### src/rtl/spi_port_pkg.sv
// Shared definitions for the serial port: register addresses, mode codes
// and the control register layout.
package spi_port_pkg;

    // Register addresses on the local bus
    localparam logic [1:0] A_CTRL = 2'd0;
    localparam logic [1:0] A_DATA = 2'd1;
    localparam logic [1:0] A_STAT = 2'd2;

    // Mode codes held in the low nibble of the control register
    localparam logic [3:0] MODE_M_FAST = 4'b0000;
    localparam logic [3:0] MODE_M_MID  = 4'b0001;
    localparam logic [3:0] MODE_M_SLOW = 4'b0010;
    localparam logic [3:0] MODE_M_TMR  = 4'b0011;
    localparam logic [3:0] MODE_S_SEL  = 4'b0100;
    localparam logic [3:0] MODE_S_FREE = 4'b0101;

    // Control register, bit 7 down to bit 0
    typedef struct packed {
        logic       wcol;   // sticky write-collision flag
        logic       ovf;    // sticky receive-overflow flag
        logic       en;     // port enable
        logic       cpol;   // serial clock idle level
        logic [3:0] mode;   // role and clock source
    } ctrl_t;

endpackage

### src/rtl/spi_clkgen.sv
// Master bit-clock pacing. Produces a one-cycle half_tick each time the
// serial clock has to change level. A divided rate or the external timer
// pulse sets the pace.
// Assumes: every DIV_* is even and at least 4, and tmr_pulse is a
// single-cycle pulse synchronous to clk.
module spi_clkgen #(
    parameter int DIV_A = 4,
    parameter int DIV_B = 16,
    parameter int DIV_C = 64
) (
    input  logic       clk,
    input  logic       rst_n,
    input  logic       run,
    input  logic [1:0] rate,
    input  logic       use_tmr,
    input  logic       tmr_pulse,
    output logic       half_tick
);
    localparam int HALF_A = DIV_A / 2;
    localparam int HALF_B = DIV_B / 2;
    localparam int HALF_C = DIV_C / 2;
    localparam int CW     = $clog2(HALF_C) + 1;

    logic [CW-1:0] cnt_q;
    logic [CW-1:0] lim;

    // Pick the terminal count for the selected divided rate
    always_comb begin
        case (rate)
            2'd0:    lim = CW'(HALF_A - 1);
            2'd1:    lim = CW'(HALF_B - 1);
            default: lim = CW'(HALF_C - 1);
        endcase
    end

    assign half_tick = run && (use_tmr ? tmr_pulse : (cnt_q == lim));

    // Count system clocks within one half period, restarting at each tick
    always_ff @(posedge clk) begin
        if (!rst_n) begin
            cnt_q <= '0;
        end else if (!run || half_tick || use_tmr) begin
            cnt_q <= '0;
        end else begin
            cnt_q <= cnt_q + 1'b1;
        end
    end

    // a divided half period always lasts at least two system clocks
    p_tick_gap_r1: assert property (@(posedge clk) disable iff (!rst_n)
        (half_tick && !use_tmr) |=> !half_tick);

endmodule

### src/rtl/spi_shifter.sv
// Shift engine shared by both roles. Leading edges put the next bit on
// data out. Trailing edges sample data in, shift it in and count it.
// In master mode the edges come from half_tick. In slave mode they come
// from the synchronised pin clock.
// Assumes: load is raised only while busy is low, and clear is held
// while the port is disabled.
module spi_shifter #(
    parameter int BITS = 8
) (
    input  logic            clk,
    input  logic            rst_n,
    input  logic            clear,
    input  logic            is_master,
    input  logic            cpol,
    input  logic            half_tick,
    input  logic            sck_s,
    input  logic            sdi_s,
    input  logic            sdi_raw,
    input  logic            ss_hold,
    input  logic            load,
    input  logic [BITS-1:0] load_data,
    output logic            busy,
    output logic            running,
    output logic            done,
    output logic [BITS-1:0] rx_byte,
    output logic            sck_q,
    output logic            sdo_q
);
    localparam int CW = $clog2(BITS);

    logic [BITS-1:0] sh_q;
    logic [CW-1:0]   cnt_q;
    logic            phase_q;
    logic            m_act_q;
    logic            sck_prev_q;
    logic            sdo_r;

    logic m_lead, m_trail, s_edge, s_lead, s_trail;
    logic lead, trail, din, last;

    // Classify the current cycle's clock event for either role
    always_comb begin
        m_lead  = is_master && m_act_q && half_tick && !phase_q;
        m_trail = is_master && m_act_q && half_tick &&  phase_q;
        s_edge  = !is_master && !ss_hold && (sck_s != sck_prev_q);
        s_lead  = s_edge && (sck_s != cpol);
        s_trail = s_edge && (sck_s == cpol);
        lead    = m_lead  || s_lead;
        trail   = m_trail || s_trail;
        din     = is_master ? sdi_raw : sdi_s;
        last    = (cnt_q == CW'(BITS - 1));
    end

    assign done    = trail && last;
    assign rx_byte = {sh_q[BITS-2:0], din};
    assign busy    = m_act_q || (cnt_q != '0);
    assign running = m_act_q;
    assign sck_q   = cpol ^ phase_q;
    assign sdo_q   = sdo_r;

    // Shift register, bit counter, master phase and data-out register
    always_ff @(posedge clk) begin
        if (!rst_n) begin
            sh_q       <= '0;
            cnt_q      <= '0;
            phase_q    <= 1'b0;
            m_act_q    <= 1'b0;
            sck_prev_q <= 1'b0;
            sdo_r      <= 1'b0;
        end else if (clear) begin
            sh_q       <= '0;
            cnt_q      <= '0;
            phase_q    <= 1'b0;
            m_act_q    <= 1'b0;
            sck_prev_q <= sck_s;
            sdo_r      <= 1'b0;
        end else begin
            sck_prev_q <= sck_s;
            if (load) begin
                sh_q    <= load_data;
                sdo_r   <= load_data[BITS-1];
                m_act_q <= is_master;
                phase_q <= 1'b0;
            end else begin
                if (lead) begin
                    sdo_r <= sh_q[BITS-1];
                end
                if (trail) begin
                    sh_q  <= {sh_q[BITS-2:0], din};
                    cnt_q <= last ? '0 : cnt_q + 1'b1;
                end
                if (m_lead || m_trail) begin
                    phase_q <= ~phase_q;
                end
                if (done && is_master) begin
                    m_act_q <= 1'b0;
                end
            end
            if (ss_hold) begin
                cnt_q <= '0;
            end
        end
    end

    // a raised, gated select leaves the bit counter at zero
    p_ss_resets_cnt_r3: assert property (@(posedge clk) disable iff (!rst_n)
        ss_hold |=> (cnt_q == '0));

    // an idle master holds the clock at its idle level
    p_sck_idle_r4: assert property (@(posedge clk) disable iff (!rst_n)
        (is_master && !m_act_q) |-> (sck_q == cpol));

    // the last trailing edge ends a master transfer at the idle level
    p_done_ends_r9: assert property (@(posedge clk) disable iff (!rst_n)
        (done && is_master && !clear) |=> (!busy && sck_q == cpol));

endmodule

### src/rtl/spi_regs.sv
// Register file: control, data and status registers; start of transfers;
// the sticky collision and overflow flags; the full flag.
// Assumes: bus strobes last one cycle, and busy and done come from the
// shift engine in the same cycle.
module spi_regs
    import spi_port_pkg::*;
#(
    parameter int DW = 8
) (
    input  logic          clk,
    input  logic          rst_n,
    input  logic          bus_wr,
    input  logic          bus_rd,
    input  logic [1:0]    bus_addr,
    input  logic [DW-1:0] bus_wdata,
    output logic [DW-1:0] bus_rdata,
    input  logic          mode_ok,
    input  logic          is_master,
    input  logic          busy,
    input  logic          done,
    input  logic [DW-1:0] rx_byte,
    output ctrl_t         ctrl,
    output logic          load,
    output logic [DW-1:0] load_data
);
    logic          full_q;
    logic [DW-1:0] hold_q;
    logic          wr_ctrl, wr_data, rd_data, port_on, coll, full_eff;

    // Decode bus strobes and the transfer start or collision condition
    always_comb begin
        wr_ctrl  = bus_wr && (bus_addr == A_CTRL);
        wr_data  = bus_wr && (bus_addr == A_DATA);
        rd_data  = bus_rd && (bus_addr == A_DATA);
        port_on  = ctrl.en && mode_ok;
        load     = wr_data && port_on && !busy;
        coll     = wr_data && port_on && busy;
        full_eff = full_q && !rd_data;
    end

    assign load_data = bus_wdata;

    // Control register with clear-only error bits that any event can set
    always_ff @(posedge clk) begin
        if (!rst_n) begin
            ctrl <= '0;
        end else begin
            if (wr_ctrl) begin
                ctrl.en   <= bus_wdata[5];
                ctrl.cpol <= bus_wdata[4];
                ctrl.mode <= bus_wdata[3:0];
                ctrl.wcol <= ctrl.wcol & bus_wdata[7];
                ctrl.ovf  <= ctrl.ovf  & bus_wdata[6];
            end
            if (coll) begin
                ctrl.wcol <= 1'b1;
            end
            if (done && !is_master && full_eff) begin
                ctrl.ovf <= 1'b1;
            end
        end
    end

    // Receive holding register and its full flag
    always_ff @(posedge clk) begin
        if (!rst_n) begin
            hold_q <= '0;
            full_q <= 1'b0;
        end else begin
            if (rd_data) begin
                full_q <= 1'b0;
            end
            if (done && (is_master || !full_eff)) begin
                hold_q <= rx_byte;
                full_q <= 1'b1;
            end
        end
    end

    // Read data multiplexer
    always_comb begin
        case (bus_addr)
            A_CTRL:  bus_rdata = DW'(ctrl);
            A_DATA:  bus_rdata = hold_q;
            A_STAT:  bus_rdata = DW'({busy, full_q});
            default: bus_rdata = '0;
        endcase
    end

    // collision flag survives everything but a control write
    p_wcol_sticky_r5: assert property (@(posedge clk) disable iff (!rst_n)
        (ctrl.wcol && !wr_ctrl) |=> ctrl.wcol);

    // an overrun leaves the held byte untouched
    p_ovf_keeps_byte_r6: assert property (@(posedge clk) disable iff (!rst_n)
        (done && !is_master && full_q && !rd_data) |=> $stable(hold_q));

    // master operation never raises the overflow flag
    p_no_overflow_r7: assert property (@(posedge clk) disable iff (!rst_n)
        (is_master && !ctrl.ovf) |=> !ctrl.ovf);

    // reading the data register empties it unless a byte lands
    p_full_clear_r10: assert property (@(posedge clk) disable iff (!rst_n)
        (rd_data && !done) |=> !full_q);

endmodule

### src/rtl/spi_port.sv
// Top of the serial port. Synchronises the pin inputs, decodes the mode
// field into role, clock source and select gating, and drives the pin
// enables.
// Assumes: sck_i, sdi_i and ss_n_i are asynchronous to clk and change no
// faster than every SYNC_STAGES+1 system clocks.
module spi_port
    import spi_port_pkg::*;
#(
    parameter int DW          = 8,
    parameter int DIV_A       = 4,
    parameter int DIV_B       = 16,
    parameter int DIV_C       = 64,
    parameter int SYNC_STAGES = 2
) (
    input  logic          clk,
    input  logic          rst_n,
    input  logic          bus_wr,
    input  logic          bus_rd,
    input  logic [1:0]    bus_addr,
    input  logic [DW-1:0] bus_wdata,
    output logic [DW-1:0] bus_rdata,
    input  logic          tmr_pulse,
    input  logic          sck_i,
    output logic          sck_o,
    output logic          sck_oe,
    output logic          sdo_o,
    output logic          sdo_oe,
    input  logic          sdi_i,
    input  logic          ss_n_i
);
    ctrl_t         ctrl;
    logic          mode_ok, is_master, use_tmr, port_on, ss_hold;
    logic          busy, running, done, load, half_tick;
    logic          sck_s, sdi_s, ss_s, sck_q, sdo_q;
    logic [DW-1:0] load_data, rx_byte;

    logic [SYNC_STAGES-1:0][2:0] sync_q;

    // Bring the three pin inputs into the clk domain
    always_ff @(posedge clk) begin
        if (!rst_n) begin
            sync_q <= {SYNC_STAGES{3'b100}};
        end else begin
            sync_q <= {sync_q[SYNC_STAGES-2:0], {ss_n_i, sdi_i, sck_i}};
        end
    end

    assign {ss_s, sdi_s, sck_s} = sync_q[SYNC_STAGES-1];

    // Decode role, clock source, gating and pin ownership
    always_comb begin
        mode_ok   = (ctrl.mode <= MODE_S_FREE);
        is_master = (ctrl.mode[3:2] == 2'b00);
        use_tmr   = (ctrl.mode == MODE_M_TMR);
        port_on   = ctrl.en && mode_ok;
        ss_hold   = (ctrl.mode == MODE_S_SEL) && ss_s;
        sck_oe    = port_on && is_master;
        sdo_oe    = port_on && (is_master || (ctrl.mode == MODE_S_FREE) ||
                                ((ctrl.mode == MODE_S_SEL) && !ss_s));
        sck_o     = is_master ? sck_q : ctrl.cpol;
        sdo_o     = sdo_q;
    end

    spi_regs #(.DW(DW)) u_regs (
        .clk       (clk),
        .rst_n     (rst_n),
        .bus_wr    (bus_wr),
        .bus_rd    (bus_rd),
        .bus_addr  (bus_addr),
        .bus_wdata (bus_wdata),
        .bus_rdata (bus_rdata),
        .mode_ok   (mode_ok),
        .is_master (is_master),
        .busy      (busy),
        .done      (done),
        .rx_byte   (rx_byte),
        .ctrl      (ctrl),
        .load      (load),
        .load_data (load_data)
    );

    spi_clkgen #(.DIV_A(DIV_A), .DIV_B(DIV_B), .DIV_C(DIV_C)) u_clkgen (
        .clk       (clk),
        .rst_n     (rst_n),
        .run       (running),
        .rate      (ctrl.mode[1:0]),
        .use_tmr   (use_tmr),
        .tmr_pulse (tmr_pulse),
        .half_tick (half_tick)
    );

    spi_shifter #(.BITS(DW)) u_shift (
        .clk       (clk),
        .rst_n     (rst_n),
        .clear     (!port_on),
        .is_master (is_master),
        .cpol      (ctrl.cpol),
        .half_tick (half_tick),
        .sck_s     (sck_s),
        .sdi_s     (sdi_s),
        .sdi_raw   (sdi_i),
        .ss_hold   (ss_hold),
        .load      (load),
        .load_data (load_data),
        .busy      (busy),
        .running   (running),
        .done      (done),
        .rx_byte   (rx_byte),
        .sck_q     (sck_q),
        .sdo_q     (sdo_q)
    );

    // a disabled port drives neither the clock nor data out
    p_oe_off_r8: assert property (@(posedge clk) disable iff (!rst_n)
        !ctrl.en |-> (!sck_oe && !sdo_oe));

endmodule

### config.mk
export PLATFORM = sky130hd
export DESIGN_NAME = spi_port
export DESIGN_NICKNAME = d
export VERILOG_FILES = /design/src/rtl/spi_port_pkg.sv /design/src/rtl/spi_clkgen.sv /design/src/rtl/spi_shifter.sv /design/src/rtl/spi_regs.sv /design/src/rtl/spi_port.sv
export SDC_FILE = /design/constraint.sdc
export NUM_CORES = 1
export LEC_CHECK = 0
export BUFFER_PORTS_ARGS = -buffer_cell sky130_fd_sc_hd__buf_4
export CAP_MARGIN = 5
export CORE_MARGIN = 4
export CORE_UTILIZATION = 38
export CTS_BUF_LIST = sky130_fd_sc_hd__clkbuf_8
export DETAILED_ROUTE_END_ITERATION = 12
export GPL_TIMING_DRIVEN = 0
export PLACE_DENSITY_LB_ADDON = 0.12
export SKIP_CTS_REPAIR_TIMING = 1
export SYNTH_ARGS = -nofsm -noshare
export SYNTH_HDL_FRONTEND = slang
export SYNTH_SLANG_ARGS = --single-unit
### constraint.sdc
create_clock -name clk -period 3.6 [get_ports clk]
set_clock_uncertainty 0.05 [all_clocks]
set_input_delay 0.72 -clock clk [delete_from_list [all_inputs] [get_ports clk]]
set_output_delay 0.72 -clock clk [all_outputs]
set_load 0.03 [all_outputs]
# [After elaboration in Yosys (flattened, before gate mapping)]
# Cells that the tools add are included.
# W data, S select, Z words.
[word_totals] output_inout_bits=12 inputBits=18 rom_bits=0 word_cells=112 reg_bits=44 latch_bits=0 ramBits=0 n_memories=0
[op_classes] muxes=17 bitwise_logic=7 add_sub_neg=2 n_reduce_logical=58 magnitude_cmp=1 n_eq_ne=11 div_mod_pow=0 multipliers=0 n_shift=0
[op_table] cell="$logic_and A1 B1 Y1" count=26
[op_table] cell="$mux W8" count=3
[op_table] cell="$pmux W8 S3" count=1
[op_table] cell="$reduce_bool A2 Y1" count=6
[op_table] cell="$mux W1" count=11
[op_table] cell="$pmux W5 S2" count=1
[op_table] cell="$logic_or A1 B1 Y1" count=9
[op_table] cell="$eq A4 B3 Y1 const B" count=2
[op_table] cell="$logic_not A1 Y1" count=8
[op_table] cell="$add A6 B1 Y6 const B" count=1
[op_table] cell="$eq A6 B5 Y1" count=1
[op_table] cell="$logic_not A2 Y1" count=3
[op_table] cell="$reduce_or A3 Y1" count=2
[op_table] cell="$eq A2 B1 Y1 const B" count=2
[op_table] cell="$eq A4 B2 Y1 const B" count=1
[op_table] cell="$le A4 B3 Y1 const B" count=1
[op_table] cell="$not A1 Y1" count=4
[op_table] cell="$reduce_and A2 Y1" count=2
[op_table] cell="$add A3 B1 Y3 const B" count=1
[op_table] cell="$eq A3 B3 Y1 const B" count=1
[op_table] cell="$mux W3" count=1
[op_table] cell="$reduce_bool A3 Y1" count=1
[op_table] cell="$and A1 B1 Y1" count=2
[op_table] cell="$eq A2 B2 Y1 const B" count=1
[op_table] cell="other kinds (4)" count=5

# [Depth between registers and ports, before layout]
[depth] depth_word=12 depth_mapped=8 ltp_nobuf=7

# [By module]
# Synthesis repeated with hierarchy kept, for this count alone.
[unflattened] cells_unflattened=260 hier_area_um2=2454.9
[modules_own_cells] module="spi_shifter" n_inst=1 area_per_inst_um2=975.9 seq_area_each_um2=300.3 cells_each=105
[modules_own_cells] module="spi_regs" n_inst=1 area_per_inst_um2=928.4 seq_area_each_um2=340.3 cells_each=101
[modules_own_cells] module="spi_clkgen" n_inst=1 area_per_inst_um2=309.0 seq_area_each_um2=120.1 cells_each=31
[modules_own_cells] module="spi_port" n_inst=1 area_per_inst_um2=241.5 seq_area_each_um2=120.1 cells_each=23

# [Least setup slack after synthesis]
# No wires, ideal clock.
[synth_timing] path_kind="in2out" startpoint="input port bus_addr[1]" endpoint="output port bus_rdata[0]" n_path_buf=1 t_arrival_ps=1784 path_slack_ps=1046 t_required_ps=2830 cell_stages=3 path_cell_list="clkbuf_1 mux2i_1 o21ai_0"
[synth_between] elab_chain_cells=2 word_cells_on_any_way=4 classes_between="eq/ne: 2; mux: 1; reduce/logical: 1"
[synth_rtl] element="start, declared" line="spi_port.sv:19" source="input logic [1:0] bus_addr,"
[synth_rtl] element="$eq A2 B2 Y1, or another cell as far along" line="spi_regs.sv:82" source="case (bus_addr)"
[synth_rtl] element="$pmux W8 S3 *" line="spi_regs.sv:82"
[synth_rtl] element="end, declared" line="spi_port.sv:21" source="output logic [DW-1:0] bus_rdata,"
# Mark *: on every way between the ends. The rest lies on a longest branch, timed or not.

# [Worst setup path in the final report]
[layout_timing] startpoint="register u_shift.cnt_q[0]" endpoint="output port bus_rdata[1]"
[layout_between] elab_chain_cells=3
[layout_rtl] element="start, declared" line="spi_shifter.sv:32" source="logic [CW-1:0] cnt_q;"
[layout_rtl] element="start signal, assigned" line="spi_shifter.sv:90" source="cnt_q <= last ? '0 : cnt_q + 1'b1;"
[layout_rtl] element="$reduce_bool A3 Y1" line="spi_shifter.sv:56" source="assign busy = m_act_q || (cnt_q != '0);"
[layout_rtl] element="$logic_or A1 B1 Y1" line="spi_shifter.sv:56"
[layout_rtl] element="$pmux W8 S3" line="spi_regs.sv:82"
# Every way passes these cells.

==> impl_metrics.ini <==
[status]
status = finished, final reports clean

[floorplanning]
io_pins = 30
core_um2 = 5920
start_util_pct = 39.2
die_y_um = 86.2
die_w_um = 86.2
die_area_um2 = 7420
rows = 28

[synth]
yosys_warnings = 0
synthesis.area_um2 = 2320
yosysUniqueCellTypes = 54
syn_nets = 284
synth_edf_count = 0
synth.avg_cell_area_um2 = 8.86
synth_area_leader_cell = dfxtp_1
synth_ff_type = dfxtp_1
synth_area_leaders = dfxtp_1 38%, mux2i_1 12%, nand2_1 5.5%
synth_top_area_share_pct = 38.0
synth-async-reset-ratio_pct = 0
synth_cells = 262
ys_seq_area_share_pct = 38.0
ys_seq_elements = 44

[power_and_ir_drop]
irDropWorstVdd_uv = 158
switching_share_pct = 22.1
power.leakage_nw = 1.04
power_frac_comb_pct = 7.7
finalPower_mw = 0.990
p_int_mw = 0.771
seq_power_share_pct = 50.1
p_switching_mw = 0.219
power_density_nw_per_um2 = 360
p_clk_share_pct = 42.2

[placed_design]
post-dp-hpwl_mm = 4.17
port_buffers = 28
dpl.cell_count = 365
dpl-instance-area_um2 = 2630
routabilityCongestion = 0.807
dp_slack_ps = 1030

[worst_setup_path]
end_kind = output pin
regToRegSetupSlack_ps = 1380
cp_data_required_time_ps = 2830
crit_fanout = 5
worst_ep_arrival_time_ps = 1890
path_cells = inv_1, ha_1, nor3b_1, nand2_1, o21ai_0, o21ai_0, buf_4
worstSetupStartpointType = flip-flop
path_buf_inv = 2
cp_top_family = simple AND/OR/NAND/NOR gates
r2r_cells = 7
r2r-end = u_shift.cnt_q[2]
reg2reg_from = u_shift.cnt_q[0]
slowest_stage = nor3b_1
cpPeakStageDelay_ps = 550
cpMostUsedCell = o21ai_0
critical_path_class = flip-flop to output pin

[clocking]
clk_latency_ps = 290
cts_buffers = 5
cts_root_buf = clkbuf_8
clk_path_buf_depth = 2
cts_tree = yes
clk_pin_slew_ps = 80
cts.sinks = 44
cts.htree.levels = 2

[flow_run]
drv_cap = 0

[route]
totalWireLength_mm = 5.58
ant_nets = 0
dr_total_vias = 1886
avgRoutedWirePerCell_um = 15.0
first_pass_iters = 4
remaining_drc_errors = 0
drt-initial-drc-count = 67
post_drt_via_cell_ratio = 5.06

[global_route]
grt_overflow_total = 0
antenna_found_initial = 0
grt_pass1_vias = 1861
grt_usage_pct = 15.9
grt_pass1_wl_mm = 9.33
grt_max_degree = 14

[timing]
fmax_ghz = 0.376
worst_slack_ps = 938
fin_hold_ws_ps = 368
period_share_pct = 73.9
period_needed_ps = 2660
hold_violations = 0
setup_viol = 0
slew_headroom_pct = 42.3
rsz0062_at_grt = no
fin_tns_setup_ps = 0
slew_viol_final = 0
tightest_slew_ps = 861

[cells_and_area]
mostFrequentLayoutCells = 44 x dfxtp_1, 34 x nand2_1, 29 x buf_4
final_common_cell = dfxtp_1
final_core_util_pct = 46.5
fin_cells = 373
syn_to_final_growth_pct = 18.5
drive_gt1_share_pct = 19.8
final_area_um2 = 2750
finalNetCount = 319
insertedDiodeCount = 0

[min_path]
hp-class = flip-flop to flip-flop
min-delay-start = sync_q[2]
hold_depth = 1
holdPathEnd = ss_s
synthesized netlist by cell type (4+ instances only):
master,instances
nor3_1,6
ha_1,4
nand2_1,34
nand2b_1,9
nor2_1,17
a21oi_1,7
dfxtp_1,44
nor2b_1,11
inv_1,6
mux2i_1,27
and2_1,7
a211oi_1,5
clkbuf_1,10
nand3_1,7
and3_1,4
o21ai_0,15
how the worst max path moves through the flow:
stage	slack (ps)	to	cells past startpoint	from
3_5_place_dp	1030	u_regs.ctrl[6]	6	bus_addr[0]
4_1_cts	940	bus_rdata[1]	7	u_shift.cnt_q[0]
3_3_place_gp	1000	u_regs.ctrl[6]	6	bus_addr[0]
6_report	940	bus_rdata[1]	7	u_shift.cnt_q[0]
2_1_floorplan	1050	bus_rdata[0]	3	bus_addr[1]
5_1_grt	690	bus_rdata[1]	7	u_shift.cnt_q[0]
power by group through the flow:
stage | logic [mW] | clock network, mW | registers (mW)
after global routing | 0.0833 | 0.449 | 0.497
after global placement | 0.0766 | 0 | 0.507
final | 0.0763 | 0.418 | 0.496
after detailed placement | 0.0765 | 0 | 0.507
after floorplan | 0.0453 | 0 | 0.506
after CTS | 0.0768 | 0.428 | 0.496
sequential cells by signal, summed over array words and instances, names as in the netlist:
register and flops:
u_shift.sck_prev_q 1, u_clkgen.cnt_q 6, u_shift.sh_q 8, u_shift.running 1, u_regs.full_q 1, u_shift.cnt_q 3
ss_s 1, u_shift.sdo_q 1, u_regs.ctrl 8, u_regs.hold_q 8, u_shift.phase_q 1, sync_q 3
sdi_s 1, sck_s 1
per-layer routing:
layer  global-route usage [%]  vias to the layer above  part of all wire, %
met5                        0                        -                    0
met3                     2.69                        7                  3.8
met2                     23.3                       31                   43
li1                         -                      982                    -
met1                     23.3                      866                   52
met4                     5.76                        0                  1.4
layout make-up:
type | count | area (µm²)
clock inverter | 1 | 30.0
timing repair buffer | 28 | 210
multi-input combinational | 196 | 1340
inverter | 6 | 22.5
fill | 603 | 3170
tap | 75 | 93.8
clock buffer | 7 | 96.3
sequential | 44 | 881
buffer | 16 | 81.3
kinds of logic (layout without fill, tap and decap cells):
family                     Yosys count  after routing  synth area share, %
muxes                               29             29                 12.6
and+or+nand+nor                    110            110                 25.2
adders and majority gates            4              4                 2.16
DFF                                 44             44                 38.0
xor gates and xnor gates             5              5                 1.89
buffers and inverters               22             58                 4.47
AOI/OAI and AO/OA                   48             48                 15.7
No activity file was read; power rests on OpenSTA's default activity.
